File: config.mk
export PLATFORM = sky130hd
export DESIGN_NAME = rx_addr_filter
export DESIGN_NICKNAME = d
export VERILOG_FILES = /design/src/rtl/rx_daf_pkg.sv /design/src/rtl/daf_rst_sync.sv /design/src/rtl/daf_station_reg.sv /design/src/rtl/daf_classifier.sv /design/src/rtl/rx_addr_filter.sv
export SDC_FILE = /design/constraint.sdc
export NUM_CORES = 1
export LEC_CHECK = 0
export BUFFER_PORTS_ARGS = -buffer_cell sky130_fd_sc_hd__buf_2
export CAP_MARGIN = 10
export CORE_MARGIN = 5
export CORE_UTILIZATION = 44
export CTS_BUF_LIST = sky130_fd_sc_hd__clkbuf_16
export DETAILED_ROUTE_END_ITERATION = 10
export PLACE_DENSITY = 0.8
export SYNTH_ARGS = -nofsm -noshare
export SYNTH_HDL_FRONTEND = slang
export SYNTH_SLANG_ARGS = --single-unit
File: constraint.sdc
create_clock -name clk -period 1.8 [get_ports clk]
set_input_delay 0.09 -clock clk [delete_from_list [all_inputs] [get_ports clk]]
set_output_delay 0.09 -clock clk [all_outputs]
set_load 0.01 [all_outputs]
File: src/rtl/rx_daf_pkg.sv
package rx_daf_pkg;
  localparam int unsigned BYTE_W = 8;

  typedef struct packed {
    logic accept;
    logic phys;
    logic bcast;
    logic group;
  } daf_verdict_t;
endpackage

File: src/rtl/daf_rst_sync.sv
module daf_rst_sync #(
  parameter int unsigned STAGES = 2
) (
  input  logic clk,
  input  logic rst_n_async,
  output logic rst_n_sync
);
  logic [STAGES-1:0] chain_q;
  logic [STAGES-1:0] chain_d;

  always_comb begin
    chain_d = {chain_q[STAGES-2:0], 1'b1};
  end

  always_ff @(posedge clk or negedge rst_n_async) begin
    if (!rst_n_async) chain_q <= '0;
    else              chain_q <= chain_d;
  end

  assign rst_n_sync = chain_q[STAGES-1];
endmodule

File: src/rtl/daf_station_reg.sv
module daf_station_reg #(
  parameter int unsigned WORD_A_W = 32,
  parameter int unsigned WORD_B_W = 16,
  parameter int unsigned HALF_W   = 16
) (
  input  logic                         clk,
  input  logic                         rst_n,
  input  logic                         load,
  input  logic [WORD_A_W-1:0]          word_a,
  input  logic [WORD_B_W-1:0]          word_b,
  output logic [WORD_A_W+WORD_B_W-1:0] station,
  output logic [HALF_W-1:0]            half0,
  output logic [HALF_W-1:0]            half1,
  output logic [HALF_W-1:0]            half2
);
  import rx_daf_pkg::*;
  localparam int unsigned ADDR_W  = WORD_A_W + WORD_B_W;
  localparam int unsigned A_BYTES = WORD_A_W / BYTE_W;
  localparam int unsigned N_BYTES = ADDR_W / BYTE_W;

  logic [ADDR_W-1:0] sta_q;
  logic [ADDR_W-1:0] sta_d;
  logic [ADDR_W-1:0] assembled;

  // Byte k of the station address: low word first, least significant byte first.
  for (genvar k = 0; k < N_BYTES; k++) begin : g_byte
    if (k < A_BYTES) begin : g_from_a
      assign assembled[k*BYTE_W +: BYTE_W] = word_a[k*BYTE_W +: BYTE_W];
    end else begin : g_from_b
      assign assembled[k*BYTE_W +: BYTE_W] = word_b[(k-A_BYTES)*BYTE_W +: BYTE_W];
    end
  end

  always_comb begin
    sta_d = sta_q;
    if (load) sta_d = assembled;
  end

  always_ff @(posedge clk or negedge rst_n) begin
    if (!rst_n) sta_q <= '0;
    else        sta_q <= sta_d;
  end

  assign station = sta_q;
  assign half0   = sta_q[0*HALF_W +: HALF_W];
  assign half1   = sta_q[1*HALF_W +: HALF_W];
  assign half2   = sta_q[2*HALF_W +: HALF_W];


  load_low_order_chk: assert property (@(posedge clk) disable iff (!rst_n)
    load |=> (half0 == $past(word_a[HALF_W-1:0])) && (half1 == $past(word_a[WORD_A_W-1:HALF_W])));

  load_high_word_chk: assert property (@(posedge clk) disable iff (!rst_n)
    load |=> half2 == $past(word_b));

  hold_no_load_chk: assert property (@(posedge clk) disable iff (!rst_n)
    !load |=> $stable(station));
endmodule

File: src/rtl/daf_classifier.sv
module daf_classifier #(
  parameter int unsigned N_BYTES = 6
) (
  input  logic [N_BYTES*8-1:0] dst,
  input  logic [N_BYTES*8-1:0] station,
  input  logic                 promisc,
  output rx_daf_pkg::daf_verdict_t verdict
);
  import rx_daf_pkg::*;

  logic [N_BYTES-1:0] byte_eq;
  logic [N_BYTES-1:0] byte_ones;
  logic               phys;
  logic               bcast;
  logic               group;

  for (genvar k = 0; k < N_BYTES; k++) begin : g_cmp
    assign byte_eq[k]   = (dst[k*BYTE_W +: BYTE_W] == station[k*BYTE_W +: BYTE_W]);
    assign byte_ones[k] = &dst[k*BYTE_W +: BYTE_W];
  end

  always_comb begin
    phys  = &byte_eq;
    bcast = &byte_ones;
    group = dst[0];
    verdict.phys   = phys;
    verdict.bcast  = bcast;
    verdict.group  = group;
    verdict.accept = promisc | group | phys;
  end
endmodule

File: src/rtl/rx_addr_filter.sv
module rx_addr_filter #(
  parameter int unsigned WORD_A_W = 32,
  parameter int unsigned WORD_B_W = 16,
  parameter int unsigned HALF_W   = 16,
  parameter int unsigned SYNC_STAGES = 2
) (
  input  logic                         clk,
  input  logic                         rst_n,
  input  logic                         cfg_load,
  input  logic [WORD_A_W-1:0]          cfg_word_a,
  input  logic [WORD_B_W-1:0]          cfg_word_b,
  input  logic                         promisc_en,
  input  logic                         dst_valid,
  input  logic [WORD_A_W+WORD_B_W-1:0] dst_addr,
  output logic                         dec_valid,
  output logic                         accept,
  output logic                         phys_hit,
  output logic                         bcast_hit,
  output logic                         group_hit,
  output logic [HALF_W-1:0]            sta_w0,
  output logic [HALF_W-1:0]            sta_w1,
  output logic [HALF_W-1:0]            sta_w2
);
  import rx_daf_pkg::*;
  localparam int unsigned ADDR_W  = WORD_A_W + WORD_B_W;
  localparam int unsigned N_BYTES = ADDR_W / BYTE_W;

  logic              rst_n_i;
  logic [ADDR_W-1:0] station;
  daf_verdict_t      verdict_c;
  daf_verdict_t      verdict_q;
  daf_verdict_t      verdict_d;
  logic              vld_q;
  logic              vld_d;

  daf_rst_sync #(.STAGES(SYNC_STAGES)) u_rst (
    .clk(clk), .rst_n_async(rst_n), .rst_n_sync(rst_n_i)
  );

  daf_station_reg #(.WORD_A_W(WORD_A_W), .WORD_B_W(WORD_B_W), .HALF_W(HALF_W)) u_sta (
    .clk(clk), .rst_n(rst_n_i), .load(cfg_load),
    .word_a(cfg_word_a), .word_b(cfg_word_b),
    .station(station), .half0(sta_w0), .half1(sta_w1), .half2(sta_w2)
  );

  daf_classifier #(.N_BYTES(N_BYTES)) u_cls (
    .dst(dst_addr), .station(station), .promisc(promisc_en), .verdict(verdict_c)
  );

  always_comb begin
    vld_d     = dst_valid;
    verdict_d = verdict_q;
    if (dst_valid) verdict_d = verdict_c;
  end

  always_ff @(posedge clk or negedge rst_n_i) begin
    if (!rst_n_i) begin
      vld_q     <= 1'b0;
      verdict_q <= '0;
    end else begin
      vld_q     <= vld_d;
      verdict_q <= verdict_d;
    end
  end

  assign dec_valid = vld_q;
  assign accept    = verdict_q.accept;
  assign phys_hit  = verdict_q.phys;
  assign bcast_hit = verdict_q.bcast;
  assign group_hit = verdict_q.group;


  valid_follows_chk: assert property (@(posedge clk) disable iff (!rst_n_i)
    dst_valid |=> dec_valid);

  valid_only_after_chk: assert property (@(posedge clk) disable iff (!rst_n_i)
    !dst_valid |=> !dec_valid);

  promisc_accept_chk: assert property (@(posedge clk) disable iff (!rst_n_i)
    (dst_valid && promisc_en) |=> accept);

  group_accept_chk: assert property (@(posedge clk) disable iff (!rst_n_i)
    (dst_valid && dst_addr[0]) |=> (accept && group_hit));

  unicast_rule_chk: assert property (@(posedge clk) disable iff (!rst_n_i)
    (dst_valid && !promisc_en && !dst_addr[0]) |=> (accept == phys_hit));

  bcast_is_group_chk: assert property (@(posedge clk) disable iff (!rst_n_i)
    bcast_hit |-> group_hit);

  verdict_hold_chk: assert property (@(posedge clk) disable iff (!rst_n_i)
    !dst_valid |=> ($stable(accept) && $stable(phys_hit) && $stable(bcast_hit) && $stable(group_hit)));
endmodule

# Word level (Yosys, flattened, before mapping)
# Index checks and enable logic that the tools add are counted.
# W data, S select, Z words.
# op_classes
n_eq_ne	6
n_bitwise	2
reduce_logical	2
# op_table
op	count
$eq A8 B8 Y1	6
$reduce_and A48 Y1	1
$reduce_and A6 Y1	1
$or A1 B1 Y1	2
# totals
input_bits	101
output_inout_bits	53
reg_bits	55
wordCells	17

# Logic depth before layout (Yosys ltp)
# Gate-level depths: netlist of run 1.
# logic_depth
ltp_word	3
ltp_mapped	5

# Cells and area by module
# From an unflattened synthesis of run 1, not the netlist that was laid out.
# hier_totals
hier_cells	246
hier_area_um2	3109.2
# modules_own_cells
module	cells_per_inst	seq_area_each_um2	instances	area_per_inst_um2
daf_station_reg	149	1201.2	1	2220.9
daf_classifier	85	0.0	1	664.4
rx_addr_filter	9	125.1	1	170.2
daf_rst_sync	3	50.0	1	53.8

# Worst setup path before layout of run 1
# Ideal clock, no wire load.
# synth_timing
path_type	register -> register
from	reg u_sta.sta_q[11], in the netlist u_sta.station[11]
to	reg verdict_q, in the netlist accept
setup_time_ns	0.065
required_time_ns	1.735
path_stages_with_launch	6
arrival_time_ns	1.565
slack_ns	0.169
path_buffers	0
cell_sequence	dfrtp_1 -> xor2_1 -> nor4_2 -> nand4_1 -> or4_4 -> nand2_2
# synth_between
elab_chain_cells	3
# synth_rtl
element	line	text
start: declaration	daf_station_reg.sv:21	logic [ADDR_W-1:0] sta_q;
start signal: assignment	daf_station_reg.sv:41	else sta_q <= sta_d;
$eq A8 B8 Y1	daf_classifier.sv:18	assign byte_eq[k] = (dst[k*BYTE_W +: BYTE_W] == station[k*BYTE_W +: BYTE_W]);
$reduce_and A6 Y1	daf_classifier.sv:23	phys = &byte_eq;
$or A1 B1 Y1	daf_classifier.sv:29	verdict.accept = promisc | group | phys;
end signal: assignment	rx_addr_filter.sv:62	verdict_q <= verdict_d;
end: declaration	rx_addr_filter.sv:31	daf_verdict_t verdict_q;
# Every way passes these cells.
# A chain may end at the register's enable or synchronous reset.

# Final worst setup path of run 1
# layout_timing
from	reg u_sta.sta_q[31], in the netlist u_sta.station[31]
to	reg verdict_q, in the netlist accept
# Same word-level chain as after synthesis.

==> results.yml, run 1 <==
logic_synthesis:
  synthArstFlopShare_pct: 100.0
  syn_inst: 201
  synth_top_family_by_area: "multiplexers"
  synth_top_cell_by_area: "dfrtp_1"
  synth_compound_area_share_pct: 0.7082
  ys_ff_latch: 55
  synth_nets: 302
  synth_top_cell_area_share_pct: 51.94
  synthFlopType: "dfrtp_1"
  seq_area_frac_synth_pct: 51.94
  synthAdderAreaFrac_pct: 0
  synth_xor_area_share_pct: 15.86
  avgSynthCellArea_um2: 13.18
  synthMuxAreaShare_pct: 20.82
  netlist_area_mm2: 0.002650
  synthTopCellsByArea: "dfrtp_1, mux2_2, xor2_1"
  synth_cell_types: 20
  ys_warn_count: 0
  synth_edf_count: 0
  yosys.area_share.simple_pct: 9.490
worst_setup_path:
  crit_required_ns: 2.03
  start_kind: "flip-flop"
  worstSetupEndpointType: "flip-flop"
  worstPathMaxFanout: 3
  arrival_ns: 1.95
  reg2reg_to: "accept$_DFFE_PN0P_"
  reg2reg_slack_ns: 0.08
  r2r_start: "u_sta.station[31]$_DFFE_PN0P_"
  r2r_cells: 5
  worstSetupPathType: "reg -> reg"
clock_tree:
  cts_tree: "yes"
  cts.sinks: 55
  h-tree-depth: 2
  cts_buffer_depth: 2
  clkTransAtPathRegs_ns: 0.07
  worstSkewPairLatency_ns: 0.29
  clock-root-buffer: "clkbuf_16"
  cts_made_buffers: 5
job:
  max-cap-violations: 0
grt:
  grt-ovfl-total: 0
  antenna_found_initial: 0
  grt_pass1_wl_um: 11790
  grtUsageTotal_pct: 20.40
  grt_max_degree: 49
  grt_pass1_vias: 2422
placement:
  finalWeightedCongestion: 0.8208
  dp_hpwl_um: 6399
  dpl-instance-area_mm2: 0.003526
  place_inst: 427
  port_buffers: 153
die:
  dieArea_mm2: 0.007675
  coreArea_mm2: 0.005886
  die_x_um: 87.61
  num_rows: 28
  die_y_um: 87.61
  start_util_pct: 45.03
  top_level_ports: 154
final_layout:
  fin_cells: 437
  fin_area_mm2: 0.003721
  fin_util_pct: 63.22
  layout-drive-gt1-share_pct: 61.60
  layout_common_cells: "buf_2, dfrtp_1, mux2_2"
  final_common_cell: "buf_2"
  syn_to_final_growth_pct: 40.42
  nets: 462
  antenna_cells: 0
  fillers: 470
route:
  drt.antenna.violating_nets: 0
  num_vias: 2200
  drt-initial-drc-count: 56
  via_per_inst: 5.034
  remaining_drc_errors: 0
  dr.pass1.iters: 4
  routedWlPerCell_um: 17.57
  drt-total-wl_um: 7680
sta:
  setup_viol: 0
  finalCritPeriodShare_pct: 95.69
  fmax_ghz: 0.5806
  finalSetupTns_ns: 0
  finClkSkew_ns: 0.004911
  rsz0062_at_grt: "yes"
  final_hold_viol_count: 0
  slew_violations: 0
  final.min_clock_period_ns: 1.722
hold_path:
  hold_depth: 1
  min_from: "dst_valid"
  hold_end: "dec_valid$_DFF_PN0_"
  hold_class: "in -> reg"
power_and_ir_drop:
  ir_drop_v: 0.0005114
  powerDensity_mw_per_mm2: 859.1
  power_leakage_nw: 1.797
  power_w: 0.003197
status:
  outcome: "completed"
==> critical path, stage by stage, from the launching register on <==
cell	delay [ns]
dfrtp_1	0.40
xor2_1	0.17
nor4_1	0.34
nand3_1	0.12
or4_4	0.56
nand2_2	0.08
==> per-stage QoR <==
stage               worst slack, ns  hold WS (ns)
finish                      0.07762       0.01081
global placement            0.05940       -0.1215
CTS                         0.04522      0.005955
floorplan                    0.1555       -0.2056
global route              -0.004336      0.007316
detailed placement          0.06043       -0.1185
==> final cells by class <==
class	instances	area [µm²]	share of cell area, %
timing repair buffer	158	818.3	21.99
multi-input combinational	139	1260	33.86
clock inverter	3	38.79	1.042
sequential	55	1378	37.02
tap	75	93.84	2.522
clock buffer	5	125.1	3.362
inverter	2	7.507	0.2017
==> report_power, final <==
part	switching [W]	internal [W]	total, W
Sequential	0.000102	0.00135	0.00145
Combinational	0.000331	0.000342	0.000673
Clock	0.000420	0.000649	0.00107
Total	0.000853	0.00234	0.00320
==> cell families after synthesis <==
family / after synthesis
AND/OR/NAND/NOR: 38
other: 1
XOR/XNOR: 48
flip-flops: 55
multiplexers: 49
buffers and inverters: 7
AO/OA/AOI/OAI: 3
==> cell usage after synthesis (2+ instances only) <==
master / number
buf_1: 2
clkbuf_1: 2
dfrtp_1: 55
inv_1: 2
mux2_2: 49
nand2_1: 2
nand3_1: 3
nand4_1: 14
nor2_1: 2
nor3_1: 2
nor4_1: 9
nor4_2: 4
o21ai_0: 2
xor2_1: 47
==> worst max-delay path by stage <==
stage,startpoint,end,slack (ns),cells after the start
floorplan,u_rst.chain_q[1]$_DFF_PN0_,accept$_DFFE_PN0P_,0.16,0
global placement,u_sta.station[24]$_DFFE_PN0P_,accept$_DFFE_PN0P_,0.06,5
detailed placement,u_sta.station[24]$_DFFE_PN0P_,phys_hit$_DFFE_PN0P_,0.06,5
CTS,u_sta.station[24]$_DFFE_PN0P_,accept$_DFFE_PN0P_,0.05,5
global route,u_sta.station[5]$_DFFE_PN0P_,phys_hit$_DFFE_PN0P_,-0.004,5
finish,u_sta.station[31]$_DFFE_PN0P_,accept$_DFFE_PN0P_,0.08,5
==> flip-flops by register name (all words and copies together) (netlist names) <==
name and flops:
accept 1, bcast_hit 1, dec_valid 1, group_hit 1, phys_hit 1, u_rst.chain_q 2, u_sta.station 48
==> metal layers <==
metal	part of all wire [%]	routed length (µm)	vias up	GRT usage, %
met4	2.9	219	0	8.229
met2	51	3919	103	35.68
met5	0	0	-	0
li1	-	-	1041	-
met1	38	2880	1037	24.12
met3	8.6	659	19	4.798
==> what timing repair did <==
action / in CTS / in global routing
resized for setup: 0 / 2
buffers inserted: 0 / 1
endpoints found under the hold margin: 2 / 0
endpoints found under the setup margin: 0 / 2
hold buffers: 1 / 0
Power figures use the tool's default switching activity.
==> inputs of run 2 (changes only) <==
--- a/config.mk
+++ b/config.mk
@@ -8,10 +8,10 @@
 export BUFFER_PORTS_ARGS = -buffer_cell sky130_fd_sc_hd__buf_2
 export CAP_MARGIN = 10
 export CORE_MARGIN = 5
-export CORE_UTILIZATION = 44
+export CORE_UTILIZATION = 40
 export CTS_BUF_LIST = sky130_fd_sc_hd__clkbuf_16
 export DETAILED_ROUTE_END_ITERATION = 10
-export PLACE_DENSITY = 0.8
+export PLACE_DENSITY = 0.77
 export SYNTH_ARGS = -nofsm -noshare
 export SYNTH_HDL_FRONTEND = slang
 export SYNTH_SLANG_ARGS = --single-unit
==> constraint.sdc (replaced) <==
create_clock -name clk -period 1.4 [get_ports clk]
set_input_delay 0.07 -clock clk [delete_from_list [all_inputs] [get_ports clk]]
set_output_delay 0.07 -clock clk [all_outputs]
set_load 0.01 [all_outputs]
==> run 2 against run 1 <==
  * The flow now finishes with violations (setup timing)
  * Wire length rose by 9.4%
  * Maximum frequency is essentially flat
  * Global-route usage shrank 0.75 points
  * Worst hold slack got worse by 0.010 ns
  * Setup slack worse by 0.40 ns
  * Clock-buffer cell count unchanged
  * Critical path type unchanged
  * Critical endpoint is now phys_hit$_DFFE_PN0P_
==> results.yml, run 2 (synthesis gave the netlist of run 1 again) <==
final_layout:
  antenna_cells: 0
  syn_to_final_growth_pct: 54.34
  fin_cells: 488
  multi_input_area_mm2: 0.001282
  fillers: 523
  largest_register_ffs: 48
  nets: 512
  final_common_cell: "buf_2"
  regArea_mm2: 0.001378
  layout-drive-gt1-share_pct: 66.42
  fin_util_pct: 64.05
  layout_common_cells: "buf_2, dfrtp_1, buf_4"
route:
  num_vias: 2349
  drt-total-wl_um: 8403
  drt.antenna.violating_nets: 0
  via_per_inst: 4.814
  drt-initial-drc-count: 106
  dr.pass1.iters: 4
  routedWlPerCell_um: 17.22
  remaining_drc_errors: 0
die:
  dieArea_mm2: 0.008353
  coreArea_mm2: 0.006386
  top_level_ports: 154
  die_y_um: 91.40
  die_x_um: 91.40
  start_util_pct: 41.50
  num_rows: 29
sta:
  setup_viol: 2
  final_hold_viol_count: 0
  final.min_clock_period_ns: 1.724
  setup_ws_ns: -0.3237
  fmax_ghz: 0.5802
  slew_violations: 0
  finalCritPeriodShare_pct: 123.1
  finClkSkew_ns: 0.004086
  rsz0062_at_grt: "yes"
clock_tree:
  clkTransAtPathRegs_ns: 0.07
  worstSkewPairLatency_ns: 0.28
  cts_tree: "yes"
  cts.sinks: 55
  clock-root-buffer: "clkbuf_16"
  h-tree-depth: 2
  cts_made_buffers: 5
  cts_buffer_depth: 2
power_and_ir_drop:
  powerDensity_mw_per_mm2: 1008
  p_sw_share_pct: 27.68
  intPower_w: 0.002981
  pwr-share-clk_pct: 28.3
  power_leakage_nw: 2.032
  combPwrFrac_pct: 26.8
  ir_drop_v: 0.0006818
  seqPwrFrac_pct: 44.9
  switching_power_w: 0.001141
grt:
  busiest_layer: "met2"
  grt_pass1_wl_um: 13050
  grt-ovfl-total: 0
  met2_usage_pct: 35.08
  grt_pass1_vias: 2731
  antenna_found_initial: 0
  use_met1_pct: 24.10
  grtUsageTotal_pct: 19.65
  grt_max_degree: 49
  met3_usage_pct: 4.711
hold_path:
  hold_class: "in -> reg"
  min_from: "dst_valid"
placement:
  place_inst: 477
  dp_hpwl_um: 7020
  finalWeightedCongestion: 0.7729
  port_buffers: 153
worst_setup_path:
  r2r_start: "u_sta.station[31]$_DFFE_PN0P_"
  startpoint: "u_sta.station[31]$_DFFE_PN0P_"
  worstPathMaxFanout: 3
  worstSetupPathType: "reg -> reg"
  arrival_ns: 1.94
  crit_required_ns: 1.62
  start_kind: "flip-flop"
  worstSetupEndpointType: "flip-flop"
status:
  outcome: "finished, violations left"
  violations: "setup timing"
job:
  max-cap-violations: 0
-- run 2: through the flow --
stage / cell area (µm²) / setup WS [ns] / power [W] / hold slack (ns) / TNS [ns]
2_1_floorplan: 2651 / -0.2104 / 0.002314 / -0.2256 / -0.4105
3_3_place_gp: 3889 / -0.3973 / 0.002932 / -0.1423 / -0.7864
3_5_place_dp: 3889 / -0.4160 / 0.002958 / -0.1401 / -0.8258
4_1_cts: 4045 / -0.3725 / 0.004137 / 0.0006717 / -0.7383
5_1_grt: 4090 / -0.4013 / 0.004317 / 0.002539 / -0.7861
6_report: 4090 / -0.3237 / 0.004122 / 0.0004527 / -0.6426
-- run 2: layer usage --
layer | wire, µm | part of all wire [%] | vias up
li1 | - | - | 1138
met1 | 3391 | 40 | 1089
met2 | 4239 | 50 | 113
met3 | 695 | 8.3 | 9
met4 | 76 | 0.90 | 0
met5 | 0 | 0 | -
-- run 2: power groups by stage --
stage / clock, W / combinational, W / sequential [W]
after detailed placement: 0 / 0.00108 / 0.00188
after floorplan: 0 / 0.000336 / 0.00198
final: 0.00117 / 0.00111 / 0.00185
after global placement: 0 / 0.00106 / 0.00187
after CTS: 0.00119 / 0.00109 / 0.00185
after global routing: 0.00125 / 0.00120 / 0.00187
-- run 2: area by class of cell --
| type | instances | area share (%) |
|---|---|---|
| Timing Repair Buffer | 208 | 29.18 |
| Clock inverter | 2 | 0.1835 |
| Tap cell | 77 | 2.355 |
| Multi-Input combinational cell | 139 | 31.36 |
| Sequential cell | 55 | 33.68 |
| Clock buffer | 5 | 3.059 |
| Inverter | 2 | 0.1835 |
-- run 2: path summary, 6_finish.rpt --
check / end / cells past startpoint / slack, ns
worst max-delay path: phys_hit$_DFFE_PN0P_ / 5 / -0.32
worst min-delay path: dec_valid$_DFF_PN0_ / 1 / 0.0005
worst max register to register: phys_hit$_DFFE_PN0P_ / 5 / -0.32
worst min register to register: u_sta.station[4]$_DFFE_PN0P_ / 1 / 0.26
max in group asynchronous: u_sta.station[34]$_DFFE_PN0P_ / 1 / 0.83
min in group asynchronous: u_rst.chain_q[0]$_DFF_PN0_ / 2 / 0.09
-- run 2: timing repair --
action                     CTS  global route
pin swaps                    5             5
hold endpoints to repair     2             0
setup buffers                0             3
hold buffers                 1             0
resized for setup            2             3
setup endpoints to repair    2             2
-- run 2: worst max-delay path, stage by stage (launching register included) --
cell and delay (ns):
dfrtp_1 0.40, xor2_1 0.19, nor4_1 0.30, nand3_1 0.15
or4_4 0.55, o21ai_2 0.07
==> inputs of run 3 (changes only) <==
--- a/config.mk
+++ b/config.mk
@@ -5,10 +5,11 @@
 export SDC_FILE = /design/constraint.sdc
 export NUM_CORES = 1
 export LEC_CHECK = 0
+export ABC_AREA = 1
 export BUFFER_PORTS_ARGS = -buffer_cell sky130_fd_sc_hd__buf_2
 export CAP_MARGIN = 10
 export CORE_MARGIN = 5
-export CORE_UTILIZATION = 40
+export CORE_UTILIZATION = 41
 export CTS_BUF_LIST = sky130_fd_sc_hd__clkbuf_16
 export DETAILED_ROUTE_END_ITERATION = 10
 export PLACE_DENSITY = 0.77
==> run 3 against run 2 <==
  * The run now ends clean
  * Highest routed layer unchanged
  * Final area increased by 2.7%
  * First-iteration DRC count decreased by 25%
  * Critical path type unchanged
  * Area after synthesis increased by 8.2%
  * Sequential cell count unchanged
  * Wire length increased by 8.7%
  * Register-to-register slack improved by 0.39 ns
  * Largest cell class unchanged
  * Clock power about the same
  * Sequential share of layout area decreased by 0.89 points
  * Worst hold slack improved by 0.0023 ns
  * Clock-buffer cell count unchanged
==> results.yml, run 3 <==
placement:
  place_inst: 572
  dp_hpwl_um: 7048
  pre_cts_slack_ns: 0.03593
  port_buffers: 153
  dpl-instance-area_mm2: 0.003751
  finalWeightedCongestion: 0.8426
route:
  drt.antenna.violating_nets: 0
  via_per_inst: 4.619
  drt-total-wl_um: 9133
  dr.pass1.iters: 4
  route.met3.wl_um: 568
  remaining_drc_errors: 0
  num_vias: 2785
  met2_length_um: 4799
  drt-initial-drc-count: 80
  highest_layer: "met4"
  routedWlPerCell_um: 15.15
  wl_met1_um: 3665
die:
  start_util_pct: 42.19
  num_rows: 30
  dieArea_mm2: 0.008764
  die_y_um: 93.62
  top_level_ports: 154
  coreArea_mm2: 0.006794
  die_x_um: 93.62
final_layout:
  fin_area_mm2: 0.004202
  layout_common_cells: "buf_2, nand2_1, dfrtp_1"
  final_common_cell: "buf_2"
  syn_to_final_growth_pct: 46.57
  nets: 608
  antenna_cells: 0
  layout-drive-gt1-share_pct: 37.08
  fillers: 605
  largest_register_ffs: 48
  fin_cells: 603
clock_tree:
  cts_tree: "yes"
  clkTransAtPathRegs_ns: 0.07
  h-tree-depth: 2
  worstSkewPairLatency_ns: 0.28
  cts.sinks: 55
  cts_made_buffers: 5
  clock-root-buffer: "clkbuf_16"
  cts_buffer_depth: 2
grt:
  grt_pass1_vias: 2989
  grtUsageTotal_pct: 21.40
  grt_max_degree: 67
  grt_pass1_wl_um: 14550
  grt-ovfl-total: 0
  antenna_found_initial: 0
hold_path:
  min_from: "cfg_word_b[11]"
  hold_class: "in -> reg"
worst_setup_path:
  crit_required_ns: 1.62
  start_kind: "flip-flop"
  crit_end: "accept$_DFFE_PN0P_"
  r2r_start: "u_sta.station[35]$_DFFE_PN0P_"
  worstPathMaxFanout: 3
  reg2reg_slack_ns: 0.07
  r2r_cells: 7
  startpoint: "u_sta.station[35]$_DFFE_PN0P_"
  worstSetupPathType: "reg -> reg"
  reg2reg_to: "accept$_DFFE_PN0P_"
  worstSetupEndpointType: "flip-flop"
  arrival_ns: 1.55
logic_synthesis:
  seq_area_frac_synth_pct: 48.01
  netlist_area_mm2: 0.002866
  synth_most_common_cell: "nand2_1"
  synthArstFlopShare_pct: 100.0
  synth_top_family_by_area: "simple AND/OR/NAND/NOR gates"
  synth_compound_area_share_pct: 3.754
  synthFlopType: "dfrtp_1"
  synth_cell_types: 19
  synth_xor_area_share_pct: 9.166
  synth_top_cell_area_share_pct: 48.01
  ys_warn_count: 0
  synthTopCellsByArea: "dfrtp_1, nand2_1, mux2_1"
  syn_inst: 327
  avgSynthCellArea_um2: 8.766
  ys_ff_latch: 55
  synth_nets: 428
  synth_top_cell_by_area: "dfrtp_1"
  synthMuxAreaShare_pct: 11.79
  synthAdderAreaFrac_pct: 0
  yosys.area_share.simple_pct: 20.34
  synth_edf_count: 0
  yosys-top-cells-count: "nand2_1, dfrtp_1, inv_1"
sta:
  setup_ws_ns: 0.06984
  fmax_ghz: 0.7518
  slew_violations: 0
  setup_viol: 0
  final_hold_viol_count: 0
  holdWs_ns: 0.002780
  rsz0062_at_grt: "yes"
  final.min_clock_period_ns: 1.330
  finClkSkew_ns: 0.006901
  finalCritPeriodShare_pct: 95.01
power_and_ir_drop:
  powerDensity_mw_per_mm2: 960.5
  power_leakage_nw: 2.193
  ir_drop_v: 0.0006075
  power_w: 0.004035
status:
  outcome: "completed"
job:
  max-cap-violations: 0
-- run 3: cell types whose count changed in the layout (fill, tap and decap cells not counted), moves of 5 or more --
| cell | previous run | this run |
|---|---|---|
| nand2_1 | 2 | 102 |
| inv_1 | 4 | 37 |
| nor4_1 | 7 | 2 |
| xor2_1 | 45 | 0 |
| mux2_2 | 49 | 0 |
| o21ai_1 | 0 | 18 |
| inv_2 | 0 | 7 |
| dlygate4sd3_1 | 1 | 23 |
| mux2_1 | 0 | 30 |
| nor2_1 | 2 | 13 |
| xnor2_1 | 1 | 23 |
| xnor2_2 | 0 | 7 |
| buf_4 | 53 | 3 |
| nor4_2 | 5 | 0 |
-- run 3: cell type report --
type | count | area [µm²] | area share, %
flip-flops and latches | 55 | 1378 | 32.79
multi-input cells | 223 | 1375 | 32.73
repair buffers | 180 | 1039 | 24.72
inverters | 42 | 157.7 | 3.752
clock buffers | 5 | 125.1 | 2.978
well taps | 96 | 120.1 | 2.859
clock inverters | 2 | 7.507 | 0.1787
-- run 3: kinds of logic after synthesis --
| kind of cell | Yosys count |
|---|---|
| mux | 30 |
| other cells | 1 |
| compound gates | 20 |
| buf+inv | 49 |
| simple gates | 142 |
| xor+xnor | 30 |
| flops | 55 |
-- run 3: stage by stage --
step | TNS (ns) | util [%]
finish | 0 | 61.84
global route | -0.02580 | 61.84
detailed placement | 0 | 55.21
CTS | 0 | 60.55
floorplan | 0 | -
global placement | 0 | 55.21
-- run 3: critical path, stage by stage, from the launching register on --
cell     delay (ns)
dfrtp_1        0.42
xnor2_2        0.19
nand2_1        0.09
nor2_1         0.12
nand2_2        0.08
nor2_4         0.12
nand3_2        0.09
a21oi_2        0.15
-- run 3: metal layers --
metal / track usage (%) / up-vias
li1: - / 1383
met1: 25.32 / 1304
met2: 39.43 / 90
met3: 4.183 / 8
met4: 5.535 / 0
met5: 0 / -
-- run 3: worst min-delay path by stage --
stage                               endpoint  slack (ns)  cells past startpoint
3_5_place_dp      u_rst.chain_q[0]$_DFF_PN0_       -0.14                      1
5_1_grt        u_sta.station[35]$_DFFE_PN0P_       0.008                      2
6_report       u_sta.station[43]$_DFFE_PN0P_       0.003                      3
3_3_place_gp      u_rst.chain_q[0]$_DFF_PN0_       -0.14                      1
2_1_floorplan     u_rst.chain_q[0]$_DFF_PN0_       -0.23                      0
4_1_cts        u_sta.station[31]$_DFFE_PN0P_      0.0004                      2
-- run 3: repair_timing --
item | in CTS | in global routing
endpoints found under the setup margin | 0 | 2
hold buffers | 23 | 0
resized for setup | 0 | 16
hold endpoints to repair | 24 | 0
setup buffers | 0 | 1
-- run 3: power by group --
| group | total [W] | internal (W) | switching, W |
|---|---|---|---|
| Clock | 0.00118 | 0.000642 | 0.000540 |
| Sequential | 0.00186 | 0.00173 | 0.000131 |
| Combinational | 0.000990 | 0.000488 | 0.000502 |
| Total | 0.00404 | 0.00286 | 0.00117 |
